File: src/rtl/xlate_pkg.sv
package xlate_pkg;
  typedef enum logic [2:0] {
    ST_IDLE,
    ST_LOOK,
    ST_MREQ,
    ST_WAIT,
    ST_DONE
  } xl_state_e;
endpackage

File: src/rtl/victim_pick.sv
module victim_pick #(
  parameter int WAYS  = 4,
  localparam int WAY_W = $clog2(WAYS)
) (
  input  logic [WAYS-1:0]  vld_i,
  input  logic [WAY_W-1:0] ptr_i,
  output logic [WAY_W-1:0] way_o,
  output logic             use_ptr_o
);
  always_comb begin
    way_o     = ptr_i;
    use_ptr_o = 1'b1;
    for (int w = WAYS - 1; w >= 0; w--) begin
      if (!vld_i[w]) begin
        way_o     = WAY_W'(w);
        use_ptr_o = 1'b0;
      end
    end
  end
endmodule

File: src/rtl/tlb_store.sv
module tlb_store #(
  parameter int SETS  = 4,
  parameter int WAYS  = 4,
  parameter int TAG_W = 6,
  parameter int PPN_W = 6,
  localparam int SET_W = $clog2(SETS),
  localparam int WAY_W = $clog2(WAYS)
) (
  input  logic             clk_i,
  input  logic             rst_ni,
  input  logic             flush_i,
  input  logic [SET_W-1:0] lk_set_i,
  input  logic [TAG_W-1:0] lk_tag_i,
  output logic             hit_o,
  output logic [PPN_W-1:0] ppn_o,
  input  logic             fill_i,
  input  logic [SET_W-1:0] fill_set_i,
  input  logic [TAG_W-1:0] fill_tag_i,
  input  logic [PPN_W-1:0] fill_ppn_i
);
  logic [TAG_W-1:0] tag_q [SETS][WAYS];
  logic [PPN_W-1:0] ppn_q [SETS][WAYS];
  logic [WAYS-1:0]  vld_q [SETS];
  logic [WAY_W-1:0] ptr_q [SETS];
  logic [WAY_W-1:0] vic_way [SETS];
  logic [SETS-1:0]  vic_ptr;
  logic [WAYS-1:0]  match;

  for (genvar s = 0; s < SETS; s++) begin : g_set
    victim_pick #(.WAYS(WAYS)) u_vic (
      .vld_i    (vld_q[s]),
      .ptr_i    (ptr_q[s]),
      .way_o    (vic_way[s]),
      .use_ptr_o(vic_ptr[s])
    );
  end

  for (genvar w = 0; w < WAYS; w++) begin : g_way
    assign match[w] = vld_q[lk_set_i][w] && (tag_q[lk_set_i][w] == lk_tag_i);
  end

  always_comb begin
    ppn_o = '0;
    for (int w = 0; w < WAYS; w++)
      if (match[w]) ppn_o = ppn_o | ppn_q[lk_set_i][w];
  end
  assign hit_o = |match;

  always_ff @(posedge clk_i or negedge rst_ni) begin
    if (!rst_ni) begin
      for (int s = 0; s < SETS; s++) begin
        vld_q[s] <= '0;
        ptr_q[s] <= '0;
        for (int w = 0; w < WAYS; w++) begin
          tag_q[s][w] <= '0;
          ppn_q[s][w] <= '0;
        end
      end
    end else if (flush_i) begin
      for (int s = 0; s < SETS; s++) begin
        vld_q[s] <= '0;
        ptr_q[s] <= '0;
      end
    end else if (fill_i) begin
      tag_q[fill_set_i][vic_way[fill_set_i]] <= fill_tag_i;
      ppn_q[fill_set_i][vic_way[fill_set_i]] <= fill_ppn_i;
      vld_q[fill_set_i][vic_way[fill_set_i]] <= 1'b1;
      if (vic_ptr[fill_set_i]) ptr_q[fill_set_i] <= ptr_q[fill_set_i] + 1'b1;
    end
  end
endmodule

File: src/rtl/addr_xlate_unit.sv
module addr_xlate_unit
  import xlate_pkg::*;
#(
  parameter int VA_W      = 14,
  parameter int PA_W      = 12,
  parameter int OFF_W     = 6,
  parameter int SETS      = 4,
  parameter int WAYS      = 4,
  parameter int PTE_SZ_LG = 1,
  localparam int VPN_W = VA_W - OFF_W,
  localparam int PPN_W = PA_W - OFF_W,
  localparam int SET_W = $clog2(SETS),
  localparam int TAG_W = VPN_W - SET_W,
  localparam int PTE_W = PPN_W + 1
) (
  input  logic             clk_i,
  input  logic             rst_ni,
  input  logic             flush_i,
  input  logic             req_valid_i,
  input  logic [VA_W-1:0]  req_va_i,
  input  logic [PA_W-1:0]  ptbase_i,
  output logic             ready_o,
  output logic             mem_req_o,
  output logic [PA_W-1:0]  mem_addr_o,
  input  logic             mem_rsp_valid_i,
  input  logic [PTE_W-1:0] mem_rsp_data_i,
  output logic             done_o,
  output logic [PA_W-1:0]  pa_o,
  output logic             hit_o,
  output logic             fault_o
);
  xl_state_e        state_q;
  logic [VA_W-1:0]  va_q;
  logic [PA_W-1:0]  ptb_q;
  logic [PA_W-1:0]  pa_q;
  logic             hit_q, flt_q;
  logic [VPN_W-1:0] vpn;
  logic             tlb_hit;
  logic [PPN_W-1:0] tlb_ppn;
  logic             pte_vld, fill;

  assign vpn     = va_q[VA_W-1:OFF_W];
  assign pte_vld = mem_rsp_data_i[PTE_W-1];
  assign fill    = (state_q == ST_WAIT) && mem_rsp_valid_i && pte_vld;

  tlb_store #(
    .SETS(SETS), .WAYS(WAYS), .TAG_W(TAG_W), .PPN_W(PPN_W)
  ) u_tlb (
    .clk_i     (clk_i),
    .rst_ni    (rst_ni),
    .flush_i   (flush_i),
    .lk_set_i  (vpn[SET_W-1:0]),
    .lk_tag_i  (vpn[VPN_W-1:SET_W]),
    .hit_o     (tlb_hit),
    .ppn_o     (tlb_ppn),
    .fill_i    (fill),
    .fill_set_i(vpn[SET_W-1:0]),
    .fill_tag_i(vpn[VPN_W-1:SET_W]),
    .fill_ppn_i(mem_rsp_data_i[PPN_W-1:0])
  );

  always_ff @(posedge clk_i or negedge rst_ni) begin
    if (!rst_ni) begin
      state_q <= ST_IDLE;
      va_q    <= '0;
      ptb_q   <= '0;
      pa_q    <= '0;
      hit_q   <= 1'b0;
      flt_q   <= 1'b0;
    end else begin
      case (state_q)
        ST_IDLE: if (req_valid_i) begin
          va_q    <= req_va_i;
          ptb_q   <= ptbase_i;
          state_q <= ST_LOOK;
        end
        ST_LOOK: if (tlb_hit) begin
          pa_q    <= {tlb_ppn, va_q[OFF_W-1:0]};
          hit_q   <= 1'b1;
          flt_q   <= 1'b0;
          state_q <= ST_DONE;
        end else begin
          state_q <= ST_MREQ;
        end
        ST_MREQ: state_q <= ST_WAIT;
        ST_WAIT: if (mem_rsp_valid_i) begin
          hit_q   <= 1'b0;
          flt_q   <= !pte_vld;
          pa_q    <= pte_vld ? {mem_rsp_data_i[PPN_W-1:0], va_q[OFF_W-1:0]} : '0;
          state_q <= ST_DONE;
        end
        ST_DONE: state_q <= ST_IDLE;
        default: state_q <= ST_IDLE;
      endcase
    end
  end

  assign ready_o    = (state_q == ST_IDLE);
  assign done_o     = (state_q == ST_DONE);
  assign mem_req_o  = (state_q == ST_MREQ);
  assign mem_addr_o = ptb_q + (PA_W'(vpn) << PTE_SZ_LG);
  assign pa_o       = pa_q;
  assign hit_o      = hit_q;
  assign fault_o    = flt_q;
endmodule

File: config.mk
export PLATFORM = sky130hd
export DESIGN_NAME = addr_xlate_unit
export DESIGN_NICKNAME = d
export VERILOG_FILES = /design/src/rtl/xlate_pkg.sv /design/src/rtl/victim_pick.sv /design/src/rtl/tlb_store.sv /design/src/rtl/addr_xlate_unit.sv
export SDC_FILE = /design/constraint.sdc
export NUM_CORES = 1
export LEC_CHECK = 0
export BUFFER_PORTS_ARGS = -buffer_cell sky130_fd_sc_hd__buf_2
export CAP_MARGIN = 40
export CORE_UTILIZATION = 45
export DETAILED_ROUTE_END_ITERATION = 6
export REMOVE_ABC_BUFFERS = 1
export SETUP_SLACK_MARGIN = 0.1
export SYNTH_ARGS = -nofsm -noshare
export SYNTH_HDL_FRONTEND = slang
export SYNTH_SLANG_ARGS = --single-unit
File: constraint.sdc
create_clock -name clk_i -period 4.7 [get_ports clk_i]
set_input_delay 0.47 -clock clk_i [delete_from_list [all_inputs] [get_ports clk_i]]
set_output_delay 0.47 -clock clk_i [all_outputs]
set_load 0.01 [all_outputs]
Yosys cells after proc, flatten, opt, wreduce, memory -nomap -nowiden
Index checks and enable logic that the tools add are counted. Widths: inputs -> output; s select.

Memories kept: 0. RAM bits: 0. Register bits after elaboration: 259. ROM bits: 0. Latch bits: 0.

$lt $le $gt $ge: 7. Multiplexer cells: 85. Add/subtract/negate cells: 2. Equality and inequality tests: 11. Reduce and logical (&&, ||, !) cells: 20. Div/mod/pow operators: 0. Shift operators: 0. Bitwise gates (word level): 7. $mul: 0.

Operator list (number): $bwmux 96 (2); $mux 24 (5); $bmux 24 s2 (2); $demux 24 s2 (1); $mux 2 (21); $mux 12 (3); $mux 16 (2); $mux 6 (5); $eq 6x6->1 (4); $mux 8 (3); $pmux 12 s2 (1); $mux 1 (22); $or 6x6->6 (3); $or 16x16->16 (1); $add 12x9->12 (1); $demux 6 s2 (1); $mux 4 (3); $pmux 3 s4 (1); $logic_and 1x1->1 (9); $mux 3 (3); $bmux 2 s2 (2); $bmux 4 s2 (1); $bwmux 8 (1); $demux 4 s2 (1); 21 further kinds (34).

Logic depth before layout (Yosys ltp)
Depth in word-level cells: 16. Gate-level depth with buffers: 13. Gate-level depth less buffers: 10.

Cells and area by module
From an unflattened synthesis, not the netlist that was laid out.

Cell total of the unflattened synthesis: 932. Area total of the unflattened synthesis: 12771.0 um^2.

Modules (own cells, without submodules): tlb_store (area each 10400.0 um^2, cells an instance 703, times used 1); addr_xlate_unit (area each 2205.9 um^2, cells an instance 201, times used 1); victim_pick (area each 41.3 um^2, cells an instance 7, times used 4).

Worst setup path before layout
No wires, ideal clock.

Kind: register -> output. Start: register va_q[7]. End: output port mem_addr_o[11]. Buffers on the path: 2. Arrival time: 2252 ps. Setup slack: 1978 ps. Stages on the path, launching flop included: 12. Cells stage by stage: dfrtp_1 -> buf_4 -> inv_1 -> clkbuf_1 -> fa_1 -> nor2b_1 -> o21ai_0 -> a21boi_0 -> o21ai_0 -> a21o_1 -> a21oi_1 -> xor2_1.

Longest elaborated chain between the ends: 1.

Ends and longest elaborated chain: start, declared (line addr_xlate_unit.sv:33) `logic [VA_W-1:0] va_q;`; start signal, assigned (line addr_xlate_unit.sv:73) `va_q <= req_va_i;`; $add 12x9->12 (line addr_xlate_unit.sv:101) `assign mem_addr_o = ptb_q + (PA_W'(vpn) << PTE_SZ_LG);`; end, declared (line addr_xlate_unit.sv:24) `output logic [PA_W-1:0] mem_addr_o,`.

Every way passes these cells.

Worst setup path after layout
Start: register va_q[6]. End: output port mem_addr_o[11].

Same word-level chain as after synthesis.

==> flow_metrics.tcl <==
set metrics [dict create \
    status "complete, no violations" \
    netlist_area_um2 12500 \
    drtIter0Drc 340 \
    area_growth_pct 11.9 \
    synth_top_cell_by_area "dfrtp_1" \
    cp.buffers_inverters 2 \
    hpwlAfterDp_mm 17.3 \
    path_cells "ha_1 > inv_1 > fa_1 > nor2b_1 > o21ai_0 > a21boi_0 > o21ai_0 > a21o_1 > a21oi_1 > xor2_1 > buf_2" \
    gp_congestion 0.798 \
    holdBufCountCts 0 \
    synth_top_area_share_pct 51.8 \
    synth_edf_count 0 \
    clockBufferDepth 3 \
    cts_max_level 1 \
    start_util_pct 46.2 \
    dp_cells 1295 \
    root_buffer "clkbuf_16" \
    fin_crit_sh_pct 84.0 \
    syn_inst 903 \
    grt_max_degree 127 \
    finalNetCount 1001 \
    drv_slew 0 \
    startpoint_type "register" \
    drive_gt1_share_pct 41.7 \
    post_cts_resized 0 \
    slowest_stage "dfrtp_4" \
    ys_seq_area_share_pct 51.8 \
    cts_buffers 29 \
    core_um2 27100 \
    drt_pre_antenna_iters 4 \
    port_buffers 66 \
    timing.hold.ws_ps 11.4 \
    rsz0062_at_grt "false" \
    die_w_um 169 \
    cts_tree "yes" \
    post_drt_wl_per_cell_um 19.9 \
    fillers 2385 \
    yosysUniqueCellTypes 61 \
    finalHoldViolCount 0 \
    crit_top_cell "o21ai_0" \
    crit_arrival_ps 3480 \
    peakVddDrop_uv 286 \
    multi_input_area_um2 5530 \
    ys_warn_count 0 \
    synth_area_leaders "dfrtp_1, mux2_2, mux4_2" \
    fmax_mhz 253 \
    skew_ps 14.2 \
    async_flop_share_pct 100 \
    overflow 0 \
    period_needed_ps 3950 \
    final_common_cell "dfrtp_1" \
    syn_area_per_cell_um2 13.9 \
    final_cell_mix "dfrtp_1, mux2_2, buf_2, nand2_1, mux4_2" \
    critPathTopFamily "flip-flops" \
    insertedDiodeCount 0 \
    p_leak_nw 6.76 \
    clk_pin_slew_ps 60 \
    relSlewSlack_pct 35.3 \
    synthFlopType "dfrtp_1" \
    routed_via_density 5.41 \
    worstMarginPinSlew_ps 970 \
    setup_tns_ps 0 \
    instances_no_fill 1344 \
    crit_required_ps 4230 \
    finalSetupViolations 0 \
    first_global_vias 7641 \
    drc 0 \
    antenna_left 0 \
    grt_pass1_wl_mm 43.6 \
    grt.total_usage_pct 19.7 \
    worst_setup_path_end_kind "output pin" \
    clock-sinks 259 \
    num_vias 7268 \
    power_per_cell_area_nw_per_um2 561 \
    postCtsSetupRepairBufs 0 \
    ys_ff_latch 259 \
    dieArea_um2 28500 \
    pin_count 67 \
    insertion_delay_ps 560 \
    rows 60 \
    min_path_type "input pin to asynchronous set/reset pin" \
    antenna_found_initial 0 \
    seq_area_um2 6490 \
    worstSetupPathType "register to output pin" \
    cpPeakStageDelay_ps 890 \
    routed_wl_mm 26.7 \
    cp_max_fo 48 \
    maxCapViolations 0 \
    die_h_um 169 \
]
[stage by stage]
stage | total power [mW] | util, % | cell area (µm²) | setup slack [ps]
2_1_floorplan | 4.91 | - | 12100 | -142
3_3_place_gp | 5.74 | 48.3 | 13100 | 1130
3_5_place_dp | 5.79 | 48.4 | 13100 | 1110
4_1_cts | 7.98 | 51.7 | 14000 | 668
5_1_grt | 8.36 | 51.7 | 14000 | 522
6_report | 7.86 | 51.7 | 14000 | 752
[where the power goes]
part | internal, mW | switching (mW) | total, mW
sequential | 2.71 | 0.486 | 3.20
clock | 1.25 | 0.893 | 2.15
combinational | 1.30 | 1.21 | 2.51
total | 5.27 | 2.59 | 7.86
[state kept, by name, summed over array words and instances, names as in the netlist]
name / flops
state_q: 3
hit_o: 1
u_tlb.tag_q: 96
u_tlb.ppn_q: 96
pa_o: 12
u_tlb.vld_q: 16
fault_o: 1
u_tlb.ptr_q: 8
ptb_q: 12
va_q: 14
[metal layers]
layer	global-route usage (%)	share of wire [%]	up-vias
li1	-	-	3344
met1	28.5	49	3763
met2	31.1	46	120
met3	2.74	3.4	41
met4	5.10	1.9	0
met5	0	0	-
[final cells by class]
class                   instances  area share, %
repair buffers                 85           3.59
flip-flops and latches        259           46.3
multi-input cells             548           39.5
clock inverters                 7          0.581
inverters                      31          0.831
clock buffers                  42           5.82
well taps                     372           3.32
[cell families (layout without fill, tap and decap cells)]
logic type | after synthesis | count (layout) | synth area share (%)
muxes | 286 | 286 | 30.1
DFF | 259 | 259 | 51.8
and+or+nand+nor | 127 | 127 | 5.41
buffers and inverters | 96 | 165 | 3.97
AOI/OAI and AO/OA | 78 | 78 | 4.37
xor gates and xnor gates | 48 | 48 | 3.36
adders and majority gates | 9 | 9 | 0.960
[worst paths after layout]
kind	startpoint	endpoint	slack, ps	cells past startpoint
max	va_q[6]	mem_addr_o[11]	750	11
min	rst_ni	u_tlb.ppn_q[49]	10	1
max reg2reg	va_q[6]	pa_o[1]	1150	8
min reg2reg	fault_o	fault_o	500	1
max in group asynchronous	rst_ni	u_tlb.vld_q[5]	3650	2
min in group clk_i	ptbase_i[2]	ptb_q[2]	140	3
[Yosys cell counts, drive strengths merged (6+ instances only)]
cell,number
dfrtp,259
mux2,230
nand2,47
mux4,44
clkbuf,33
buf,32
inv,31
xor2,27
nor2,26
xnor2,21
o21ai,20
a21oi,13
mux2i,12
a21o,10
ha,8
nand3,8
nor2b,8
nand2b,7
a211o,6
nor3,6
o22ai,6
[worst register-to-register path: cells and delay by family, from the launching register on]
| kind | cells | cell delay, ps |
|---|---|---|
| compound gates | 1 | 570 |
| xor+xnor | 1 | 140 |
| buf+inv | 1 | 380 |
| flops | 1 | 890 |
| mux | 2 | 1000 |
| simple gates | 3 | 480 |
No activity file was read; power rests on OpenSTA's default activity.
